==> config.mk <==
export PLATFORM = sky130hd
export DESIGN_NAME = spim_top
export DESIGN_NICKNAME = d
export VERILOG_FILES = /design/src/rtl/spim_pkg.sv /design/src/rtl/spim_rstsync.sv /design/src/rtl/spim_clkdiv.sv /design/src/rtl/spim_engine.sv /design/src/rtl/spim_regs.sv /design/src/rtl/spim_top.sv
export SDC_FILE = /design/constraint.sdc
export NUM_CORES = 1
export LEC_CHECK = 0
export ABC_AREA = 1
export CORE_ASPECT_RATIO = 1.4
export CORE_MARGIN = 2
export CORE_UTILIZATION = 60
export DETAILED_ROUTE_END_ITERATION = 6
export PLACE_DENSITY_LB_ADDON = 0.15
export SYNTH_ARGS = -nofsm -noshare
export SYNTH_HDL_FRONTEND = slang
export SYNTH_SLANG_ARGS = --single-unit
==> constraint.sdc <==
create_clock -name clk -period 14.9 [get_ports clk]
set_input_delay 3.725 -clock clk [delete_from_list [all_inputs] [get_ports clk]]
set_output_delay 3.725 -clock clk [all_outputs]
set_load 0.05 [all_outputs]
==> src/rtl/spim_pkg.sv <==
package spim_pkg;
  localparam int unsigned DW = 16;
  localparam int unsigned AW = 3;

  localparam logic [AW-1:0] A_SETUP = 3'd0;
  localparam logic [AW-1:0] A_CSEN  = 3'd1;
  localparam logic [AW-1:0] A_CMD   = 3'd2;
  localparam logic [AW-1:0] A_STAT  = 3'd3;
  localparam logic [AW-1:0] A_TXH   = 3'd4;
  localparam logic [AW-1:0] A_TXL   = 3'd5;
  localparam logic [AW-1:0] A_RXH   = 3'd6;
  localparam logic [AW-1:0] A_RXL   = 3'd7;

  localparam int unsigned WORD_W = 32;
  localparam int unsigned LEN_W  = 5;
  localparam int unsigned DEV_W  = 3;

  typedef enum logic [2:0] {
    PH_IDLE,
    PH_SETUP,
    PH_HIGH,
    PH_LOW,
    PH_TAIL
  } phase_e;

  typedef struct packed {
    logic [LEN_W-1:0] len_m1;
    logic [DEV_W-1:0] dev;
    logic             duplex;
  } xfer_cmd_t;
endpackage

==> src/rtl/spim_rstsync.sv <==
module spim_rstsync (
  input  logic clk,
  input  logic rst_n,
  output logic rst_n_sync
);
  logic [1:0] sync_q;
  logic [1:0] sync_d;

  always_comb sync_d = {sync_q[0], 1'b1};

  always_ff @(posedge clk or negedge rst_n) begin
    if (!rst_n) sync_q <= 2'b00;
    else        sync_q <= sync_d;
  end

  assign rst_n_sync = sync_q[1];
endmodule

==> src/rtl/spim_clkdiv.sv <==
module spim_clkdiv #(
  parameter int unsigned HALF = 2
) (
  input  logic clk,
  input  logic rst_n,
  input  logic run,
  input  logic en,
  output logic tick
);
  localparam int unsigned CW = (HALF > 1) ? $clog2(HALF) : 1;
  localparam logic [CW-1:0] LAST = CW'(HALF - 1);

  logic [CW-1:0] cnt_q, cnt_d;

  assign tick = run && en && (cnt_q == LAST);

  always_comb begin
    cnt_d = cnt_q;
    if (!run || tick) cnt_d = '0;
    else if (en)      cnt_d = cnt_q + 1'b1;
  end

  always_ff @(posedge clk or negedge rst_n) begin
    if (!rst_n) cnt_q <= '0;
    else        cnt_q <= cnt_d;
  end
endmodule

==> src/rtl/spim_engine.sv <==
module spim_engine
  import spim_pkg::*;
#(
  parameter int unsigned NUM_CS = 5
) (
  input  logic              clk,
  input  logic              rst_n,
  input  logic              start,
  input  xfer_cmd_t         cmd,
  input  logic [WORD_W-1:0] tx_word,
  input  logic              tick,
  input  logic              miso,
  input  logic [NUM_CS-1:0] cs_en,
  output logic              sclk,
  output logic              mosi,
  output logic [NUM_CS-1:0] cs_n,
  output logic              busy,
  output logic              done,
  output logic              done_duplex,
  output logic [WORD_W-1:0] rx_word
);
  phase_e             ph_q, ph_d;
  logic [WORD_W-1:0]  sh_q, sh_d;
  logic [WORD_W-1:0]  rx_q, rx_d;
  logic [LEN_W-1:0]   left_q, left_d;
  logic [DEV_W-1:0]   dev_q, dev_d;
  logic               dup_q, dup_d;
  logic               sclk_q, sclk_d;
  logic               done_q, done_d;
  logic [NUM_CS-1:0]  csn_q, csn_d;

  always_comb begin
    ph_d   = ph_q;
    sh_d   = sh_q;
    rx_d   = rx_q;
    left_d = left_q;
    dev_d  = dev_q;
    dup_d  = dup_q;
    sclk_d = sclk_q;
    done_d = 1'b0;
    unique case (ph_q)
      PH_IDLE: if (start) begin
        ph_d   = PH_SETUP;
        sh_d   = tx_word;
        rx_d   = '0;
        left_d = cmd.len_m1;
        dev_d  = cmd.dev;
        dup_d  = cmd.duplex;
      end
      PH_SETUP, PH_LOW: if (tick) begin
        sclk_d = 1'b1;
        rx_d   = {rx_q[WORD_W-2:0], miso};
        ph_d   = PH_HIGH;
      end
      PH_HIGH: if (tick) begin
        sclk_d = 1'b0;
        if (left_q == '0) begin
          ph_d = PH_TAIL;
        end else begin
          left_d = left_q - 1'b1;
          sh_d   = {sh_q[WORD_W-2:0], 1'b0};
          ph_d   = PH_LOW;
        end
      end
      PH_TAIL: if (tick) begin
        ph_d   = PH_IDLE;
        done_d = 1'b1;
      end
      default: ph_d = PH_IDLE;
    endcase
  end

  for (genvar i = 0; i < NUM_CS; i++) begin : g_cs
    always_comb csn_d[i] = !((ph_d != PH_IDLE) && (dev_d == DEV_W'(i)) && cs_en[i]);
  end

  always_ff @(posedge clk or negedge rst_n) begin
    if (!rst_n) begin
      ph_q   <= PH_IDLE;
      sh_q   <= '0;
      rx_q   <= '0;
      left_q <= '0;
      dev_q  <= '0;
      dup_q  <= 1'b0;
      sclk_q <= 1'b0;
      done_q <= 1'b0;
      csn_q  <= '1;
    end else begin
      ph_q   <= ph_d;
      sh_q   <= sh_d;
      rx_q   <= rx_d;
      left_q <= left_d;
      dev_q  <= dev_d;
      dup_q  <= dup_d;
      sclk_q <= sclk_d;
      done_q <= done_d;
      csn_q  <= csn_d;
    end
  end

  assign sclk        = sclk_q;
  assign mosi        = sh_q[WORD_W-1];
  assign cs_n        = csn_q;
  assign busy        = (ph_q != PH_IDLE);
  assign done        = done_q;
  assign done_duplex = done_q && dup_q;
  assign rx_word     = rx_q;
endmodule

==> src/rtl/spim_regs.sv <==
module spim_regs
  import spim_pkg::*;
#(
  parameter int unsigned NUM_CS = 5
) (
  input  logic              clk,
  input  logic              rst_n,
  input  logic              bus_sel,
  input  logic              bus_wr,
  input  logic [AW-1:0]     bus_addr,
  input  logic [DW-1:0]     bus_wdata,
  output logic [DW-1:0]     bus_rdata,
  input  logic              busy,
  input  logic              done,
  input  logic              done_duplex,
  input  logic [WORD_W-1:0] rx_word,
  output logic              start,
  output xfer_cmd_t         cmd,
  output logic [WORD_W-1:0] tx_word,
  output logic              clk_en,
  output logic [NUM_CS-1:0] cs_en,
  output logic              irq
);
  logic [2:0]        setup_q, setup_d;
  logic [NUM_CS-1:0] csen_q, csen_d;
  logic [DW-1:0]     txh_q, txh_d, txl_q, txl_d;
  logic [DW-1:0]     rxh_q, rxh_d, rxl_q, rxl_d;
  logic              wend_q, wend_d, rend_q, rend_d;
  logic              irq_q, irq_d;

  logic wr_hit, rd_stat, cmd_go, dev_ok;
  logic unused_wdata;

  assign unused_wdata = ^bus_wdata[DW-1:10];

  assign wr_hit  = bus_sel && bus_wr;
  assign rd_stat = bus_sel && !bus_wr && (bus_addr == A_STAT);

  assign cmd.len_m1 = bus_wdata[LEN_W-1:0];
  assign cmd.dev    = bus_wdata[LEN_W+DEV_W-1:LEN_W];
  assign cmd.duplex = bus_wdata[9];

  assign dev_ok = int'(cmd.dev) < int'(NUM_CS);
  assign cmd_go = bus_wdata[8] || bus_wdata[9];
  assign start  = wr_hit && (bus_addr == A_CMD) && cmd_go && dev_ok
                  && !busy && setup_q[0];

  always_comb begin
    setup_d = setup_q;
    csen_d  = csen_q;
    txh_d   = txh_q;
    txl_d   = txl_q;
    if (wr_hit) begin
      unique case (bus_addr)
        A_SETUP: setup_d = bus_wdata[2:0];
        A_CSEN:  csen_d  = bus_wdata[NUM_CS-1:0];
        A_TXH:   txh_d   = bus_wdata;
        A_TXL:   txl_d   = bus_wdata;
        default: ;
      endcase
    end
  end

  always_comb begin
    rxh_d  = rxh_q;
    rxl_d  = rxl_q;
    wend_d = wend_q;
    rend_d = rend_q;
    if (start || rd_stat) begin
      wend_d = 1'b0;
      rend_d = 1'b0;
    end
    if (done) begin
      wend_d = 1'b1;
      if (done_duplex) begin
        rend_d = 1'b1;
        rxh_d  = rx_word[WORD_W-1:DW];
        rxl_d  = rx_word[DW-1:0];
      end
    end
    irq_d = done && !(done_duplex ? setup_q[2] : setup_q[1]);
  end

  always_comb begin
    bus_rdata = '0;
    unique case (bus_addr)
      A_SETUP: bus_rdata = DW'(setup_q);
      A_CSEN:  bus_rdata = DW'(csen_q);
      A_STAT:  bus_rdata = DW'({rend_q, wend_q});
      A_TXH:   bus_rdata = txh_q;
      A_TXL:   bus_rdata = txl_q;
      A_RXH:   bus_rdata = rxh_q;
      A_RXL:   bus_rdata = rxl_q;
      default: bus_rdata = '0;
    endcase
  end

  always_ff @(posedge clk or negedge rst_n) begin
    if (!rst_n) begin
      setup_q <= '0;
      csen_q  <= NUM_CS'(1);
      txh_q   <= '0;
      txl_q   <= '0;
      rxh_q   <= '0;
      rxl_q   <= '0;
      wend_q  <= 1'b0;
      rend_q  <= 1'b0;
      irq_q   <= 1'b0;
    end else begin
      setup_q <= setup_d;
      csen_q  <= csen_d;
      txh_q   <= txh_d;
      txl_q   <= txl_d;
      rxh_q   <= rxh_d;
      rxl_q   <= rxl_d;
      wend_q  <= wend_d;
      rend_q  <= rend_d;
      irq_q   <= irq_d;
    end
  end

  assign tx_word = {txh_q, txl_q};
  assign clk_en  = setup_q[0];
  assign cs_en   = csen_q;
  assign irq     = irq_q;
endmodule

==> src/rtl/spim_top.sv <==
module spim_top
  import spim_pkg::*;
#(
  parameter int unsigned NUM_CS  = 5,
  parameter int unsigned CLK_DIV = 4
) (
  input  logic              clk,
  input  logic              rst_n,
  input  logic              bus_sel,
  input  logic              bus_wr,
  input  logic [2:0]        bus_addr,
  input  logic [15:0]       bus_wdata,
  output logic [15:0]       bus_rdata,
  output logic              sclk,
  output logic              mosi,
  input  logic              miso,
  output logic [NUM_CS-1:0] cs_n,
  output logic              irq
);
  localparam int unsigned HALF = CLK_DIV / 2;

  logic              rst_n_int;
  logic              start, busy, done, done_duplex, tick, clk_en;
  xfer_cmd_t         cmd;
  logic [WORD_W-1:0] tx_word, rx_word;
  logic [NUM_CS-1:0] cs_en;

  spim_rstsync u_rst (
    .clk        (clk),
    .rst_n      (rst_n),
    .rst_n_sync (rst_n_int)
  );

  spim_regs #(.NUM_CS(NUM_CS)) u_regs (
    .clk         (clk),
    .rst_n       (rst_n_int),
    .bus_sel     (bus_sel),
    .bus_wr      (bus_wr),
    .bus_addr    (bus_addr),
    .bus_wdata   (bus_wdata),
    .bus_rdata   (bus_rdata),
    .busy        (busy),
    .done        (done),
    .done_duplex (done_duplex),
    .rx_word     (rx_word),
    .start       (start),
    .cmd         (cmd),
    .tx_word     (tx_word),
    .clk_en      (clk_en),
    .cs_en       (cs_en),
    .irq         (irq)
  );

  spim_clkdiv #(.HALF(HALF)) u_div (
    .clk   (clk),
    .rst_n (rst_n_int),
    .run   (busy),
    .en    (clk_en),
    .tick  (tick)
  );

  spim_engine #(.NUM_CS(NUM_CS)) u_eng (
    .clk         (clk),
    .rst_n       (rst_n_int),
    .start       (start),
    .cmd         (cmd),
    .tx_word     (tx_word),
    .tick        (tick),
    .miso        (miso),
    .cs_en       (cs_en),
    .sclk        (sclk),
    .mosi        (mosi),
    .cs_n        (cs_n),
    .busy        (busy),
    .done        (done),
    .done_duplex (done_duplex),
    .rx_word     (rx_word)
  );
endmodule

# --- Word-level counts from Yosys, hierarchy flattened ---
# Index checks and enable logic that the tools add are counted.
classes:
  addsub: 2
  magnitude_cmp: 1
  eq_ne: 19
  muxes: 33
  n_reduce_logical: 54
ops:
  columns: ["op", "n"]
  rows:
  - ["2-to-1 mux 32 bit", 5]
  - ["case mux 32 bit (2 select lines)", 2]
  - ["case mux 16 bit (7 select lines)", 1]
  - ["logical AND 1 bit", 22]
  - ["2-to-1 mux 3 bit", 7]
  - ["equality test 3 x 2 -> 1 bit, second input constant", 6]
  - ["equality test 3 bit, second input constant", 6]
  - ["2-to-1 mux 5 bit", 3]
  - ["2-to-1 mux 1 bit", 12]
  - ["case mux 3 bit (4 select lines)", 1]
  - ["AND reduction 2 bit", 6]
  - ["case mux 5 bit (2 select lines)", 1]
  - ["nonzero test 2 bit", 5]
  - ["equality test 3 x 1 -> 1 bit, second input constant", 3]
  - ["logical NOT 3 bit", 3]
  - ["logical NOT 1 bit", 8]
  - ["!= test 2 bit, second input constant", 4]
  - ["AND reduction 3 bit", 2]
  - ["nonzero test 3 bit", 2]
  - ["logical NOT 5 bit", 1]
  - ["subtractor 5 x 1 -> 5 bit, second input constant", 1]
  - ["AND reduction 4 bit", 1]
  - ["logical OR 1 bit", 3]
  - ["less-than comparator 3 bit, second input constant", 1]
  - ["other kinds (3)", 3]
word_totals:
  regBits: 161
  in_bits: 24
  out_inout_bits: 24
  elab_cells: 129

# --- Depth between registers and ports, before layout ---
logic_depth:
  depth_word: 12
  ltp_mapped: 11
  mapped_depth_nobuf: 11

# --- Cells and area by module ---
# A second synthesis with hierarchy kept.
unflattened:
  cells_unflattened: 872
  hier_area_um2: 7572.3
by_module_without_submodules:
  columns: ["mod", "n_inst", "cells_each", "area_each_um2", "seq_area_each_um2"]
  rows:
  - ["spim_engine", 1, 463, 3878.7, 2083.2]
  - ["spim_regs", 1, 399, 3589.7, 1878.1]
  - ["spim_rstsync", 1, 3, 53.8, 50.0]
  - ["spim_clkdiv", 1, 7, 50.0, 25.0]

# --- Worst setup path before layout ---
# Ideal clock, no wire load.
synth_timing:
  path_kind: "input-to-output"
  startpoint: "input port bus_addr[1]"
  endpoint: "output port bus_rdata[10]"
  arrival_time_ns: 4.937
  required_time_ns: 11.175
  path_slack_ns: 6.238
  stages: 4
  n_path_buf: 1
  cell_sequence: "inv_1 nand3_1 clkbuf_1 o211ai_1"
synth_between:
  elab_chain_cells: 2
  elab_cells_between_ends: 8
  classes_between: "6 x eq/ne; 1 x mux; 1 x reduce/logical"
synth_lines:
  columns: ["element", "line_no", "source"]
  rows:
  - ["start: declaration", "spim_top.sv:11", "input logic [2:0] bus_addr,"]
  - ["equality test 3 bit (tied with other cells)", "spim_regs.sv:86", "unique case (bus_addr)"]
  - ["case mux 16 bit (7 select lines) (*)", "spim_regs.sv:86", null]
  - ["end: declaration", "spim_top.sv:13", "output logic [15:0] bus_rdata,"]
# Mark *: on every way between the ends. The rest lies on a longest branch, timed or not.

# --- Worst setup path after layout ---
layout_timing:
  startpoint: "input port bus_addr[1]"
  endpoint: "output port bus_rdata[2]"
# The elaborated chain is that of the path after synthesis.

==> results.yml <==
floorplan:
  die_h_um: 134
  num_rows: 47
  core_area_um2: 11800
  initial_core_util_pct: 61.6
  die_w_um: 97.1
  io_pins: 48
  die_area_um2: 13000
pwr:
  ir_worst_vdd_v: 0.000132
  pwr-share-clk_pct: 36.2
  power_frac_seq_pct: 46.6
  switching_share_pct: 30.0
  switchingPower_mw: 0.354
  p_total_mw: 1.18
  p_per_area_nw_per_um2: 142
  combPwrFrac_pct: 17.2
  p_int_mw: 0.828
  leakage_nw: 3.95
finish:
  antenna_cells: 0
  fillCellCount: 919
  final_cell_mix: "nand2_1 (210), dfrtp_1 (154), o21ai_0 (106)"
  final_common_cell: "nand2_1"
  final_nets: 861
  layout.cells.non_filler: 994
  syn_to_final_growth_pct: 14.7
  drive_gt1_share_pct: 11.9
  utilization_pct: 70.7
  final_area_um2: 8350
worst_setup_path:
  slowest_delay_ns: 0.85
  worst_setup_path_start_kind: "input pin"
  r2r-start: "u_eng.ph_q[2]"
  critPathTopFamily: "buffers and inverters"
  worst_ep_required_time_ns: 11.18
  cp_common_cell: "clkdlybuf4s50_1"
  crit_chain: "clkdlybuf4s50_1, inv_1, nand3_1, o21ai_0, a21oi_1, o211ai_1, clkdlybuf4s50_1"
  cp-end-kind: "primary output"
  reg2reg_to: "u_eng.sh_q[8]"
  crit_end: "bus_rdata[2]"
  critPathMaxFanout: 15
  critPathKind: "input pin to primary output"
  r2r_setup_slack_ns: 12.15
  cp.arrival_ns: 6.33
  cp_num_cells: 7
  crit_path_top_delay_cell: "clkdlybuf4s50_1"
  setup.worst_path.start: "bus_addr[1]"
  r2r_cells: 8
  cp_num_buf_inv: 3
timing:
  maxSlewHeadroom_pct: 18.4
  period_share_pct: 67.5
  rsz0062_at_grt: "false"
  min_period_ns: 10.06
  hold_viol_final: 0
  fin_setup_tns_ns: 0
  slew_viol_final: 0
  finalClockSkew_ns: 0.0108
  tightest_slew_ns: 1.22
  max_freq_mhz: 99.4
  setup_viol: 0
route:
  drt-vias-per-instance: 5.57
  vias: 5541
  drt-initial-drc-count: 361
  final_antenna_net_count: 0
  first_pass_iters: 5
  drc_errors: 0
  wirelength_um: 17000
  wire_per_inst_um: 17.1
synth:
  async_flop_share_pct: 100
  synth_edf_count: 0
  syn_inst: 798
  synth_area_per_cell_um2: 9.13
  synth_ff_type: "dfrtp_1"
  ys_types: 40
  synth_nets: 824
  netlist_area_um2: 7280
  synth-seq-cells: 161
  yosysWarnings: 0
  ys_seq_area_share_pct: 55.4
clock_tree:
  htree_levels: 4
  cts_tree: "built"
  clkLatencyLatePin_ns: 0.42
  cts_buffers: 17
  postCtsSetupRepairBufs: 0
  ctsHoldBuffers: 0
  clockBufferDepth: 2
  clk_pin_slew_worst_paths_ns: 0.06
  clock_sinks: 161
  root_buffer: "clkbuf_16"
  cts_resized: 0
global_route:
  antenna_found_initial: 0
  grt_pass1_wl_um: 28400
  grt_max_degree: 71
  grt_pass1_vias: 5591
  grt.total_usage_pct: 27.5
  overflow: 0
hold_path:
  min_path_type: "flop to flop"
  hold-path-cell-count: 0
place:
  dp_hpwl_um: 11400
  gp_congestion: 0.962
  port_buffers: 47
  dp_cells: 963
  placed_cell_area_um2: 7770
job:
  max-cap-violations: 0
outcome:
  status: "finished clean"
-- sequential cells by signal (all words and copies together), names as in the netlist, 5 cells and up --
signal / count
u_eng.rx_word: 32
u_eng.sh_q: 32
u_regs.rxh_q: 16
u_regs.rxl_q: 16
u_regs.txh_q: 16
u_regs.txl_q: 16
u_eng.cs_n: 5
u_eng.left_q: 5
u_regs.cs_en: 5
-- power groups by stage --
stage	Sequential [mW]	Clock [mW]	Combinational, mW
final	0.551	0.428	0.203
after global routing	0.559	0.453	0.229
after CTS	0.551	0.434	0.204
after detailed placement	0.557	0	0.200
after global placement	0.555	0	0.194
after floorplan	0.551	0	0.146
-- how the worst min path moves through the flow --
stage               startpoint         endpoint  slack (ns)
2_1_floorplan  u_rst.sync_q[0]  u_rst.sync_q[1]        0.33
3_3_place_gp   u_rst.sync_q[0]  u_rst.sync_q[1]        0.34
3_5_place_dp   u_rst.sync_q[0]  u_rst.sync_q[1]        0.34
4_1_cts        u_rst.sync_q[0]  u_rst.sync_q[1]        0.35
5_1_grt        u_rst.sync_q[0]  u_rst.sync_q[1]        0.36
6_report       u_rst.sync_q[0]  u_rst.sync_q[1]        0.35
-- routing by layer --
metal	global-route usage (%)	vias to the layer above	share of wire [%]
li1	-	2668	-
met1	38.5	2711	44
met2	44.2	142	50
met3	4.43	20	4.1
met4	9.47	0	1.6
met5	0	-	0
-- cell type report --
cell class / count / area, µm² / area share (%)
Clock inverter: 11 / 131 / 1.57
Multi-Input combinational cell: 506 / 2680 / 32.1
Timing Repair Buffer: 52 / 508 / 6.08
Inverter: 97 / 364 / 4.36
Sequential cell: 161 / 4040 / 48.4
Clock buffer: 20 / 447 / 5.35
Tap cell: 147 / 184 / 2.20
-- synthesized netlist by cell type (all sizes together) (7+ instances only) --
library cell / number / area (µm²)
nand2: 219 / 855
o21ai: 156 / 905
dfrtp: 155 / 3880
inv: 95 / 357
nor2: 32 / 133
nand3: 21 / 140
buf: 20 / 153
mux2i: 16 / 160
a22oi: 15 / 113
clkbuf: 14 / 53.8
o211ai: 12 / 90.1
nand4: 8 / 50.1
mux2: 7 / 78.8
-- cells by family after synthesis --
family                     Yosys count  share of synthesized area [%]
other                                1                         0.0515
buffers and inverters              131                           7.83
muxes                               23                           3.28
and+or+nand+nor                    281                           16.2
adders and majority gates            2                          0.344
AOI/OAI and AO/OA                  199                           16.8
DFF                                161                           55.4
-- worst reg2reg max path: stages, from the launching register on --
cell and delay [ns]:
dfrtp_1 0.41, inv_2 0.07, nand3_2 0.06, buf_4 0.47, clkinv_1 0.47, nand2_2 0.25
nand2_4 0.48, nand2_1 0.32, o21ai_2 0.08
-- stage by stage --
stage / setup slack [ns] / hold WS [ns]
6_report: 4.84 / 0.349
5_1_grt: 4.79 / 0.357
3_3_place_gp: 4.98 / 0.336
2_1_floorplan: 6.24 / 0.331
4_1_cts: 4.89 / 0.352
3_5_place_dp: 4.91 / 0.336
Note: power is estimated with default switching activity, not from simulation.
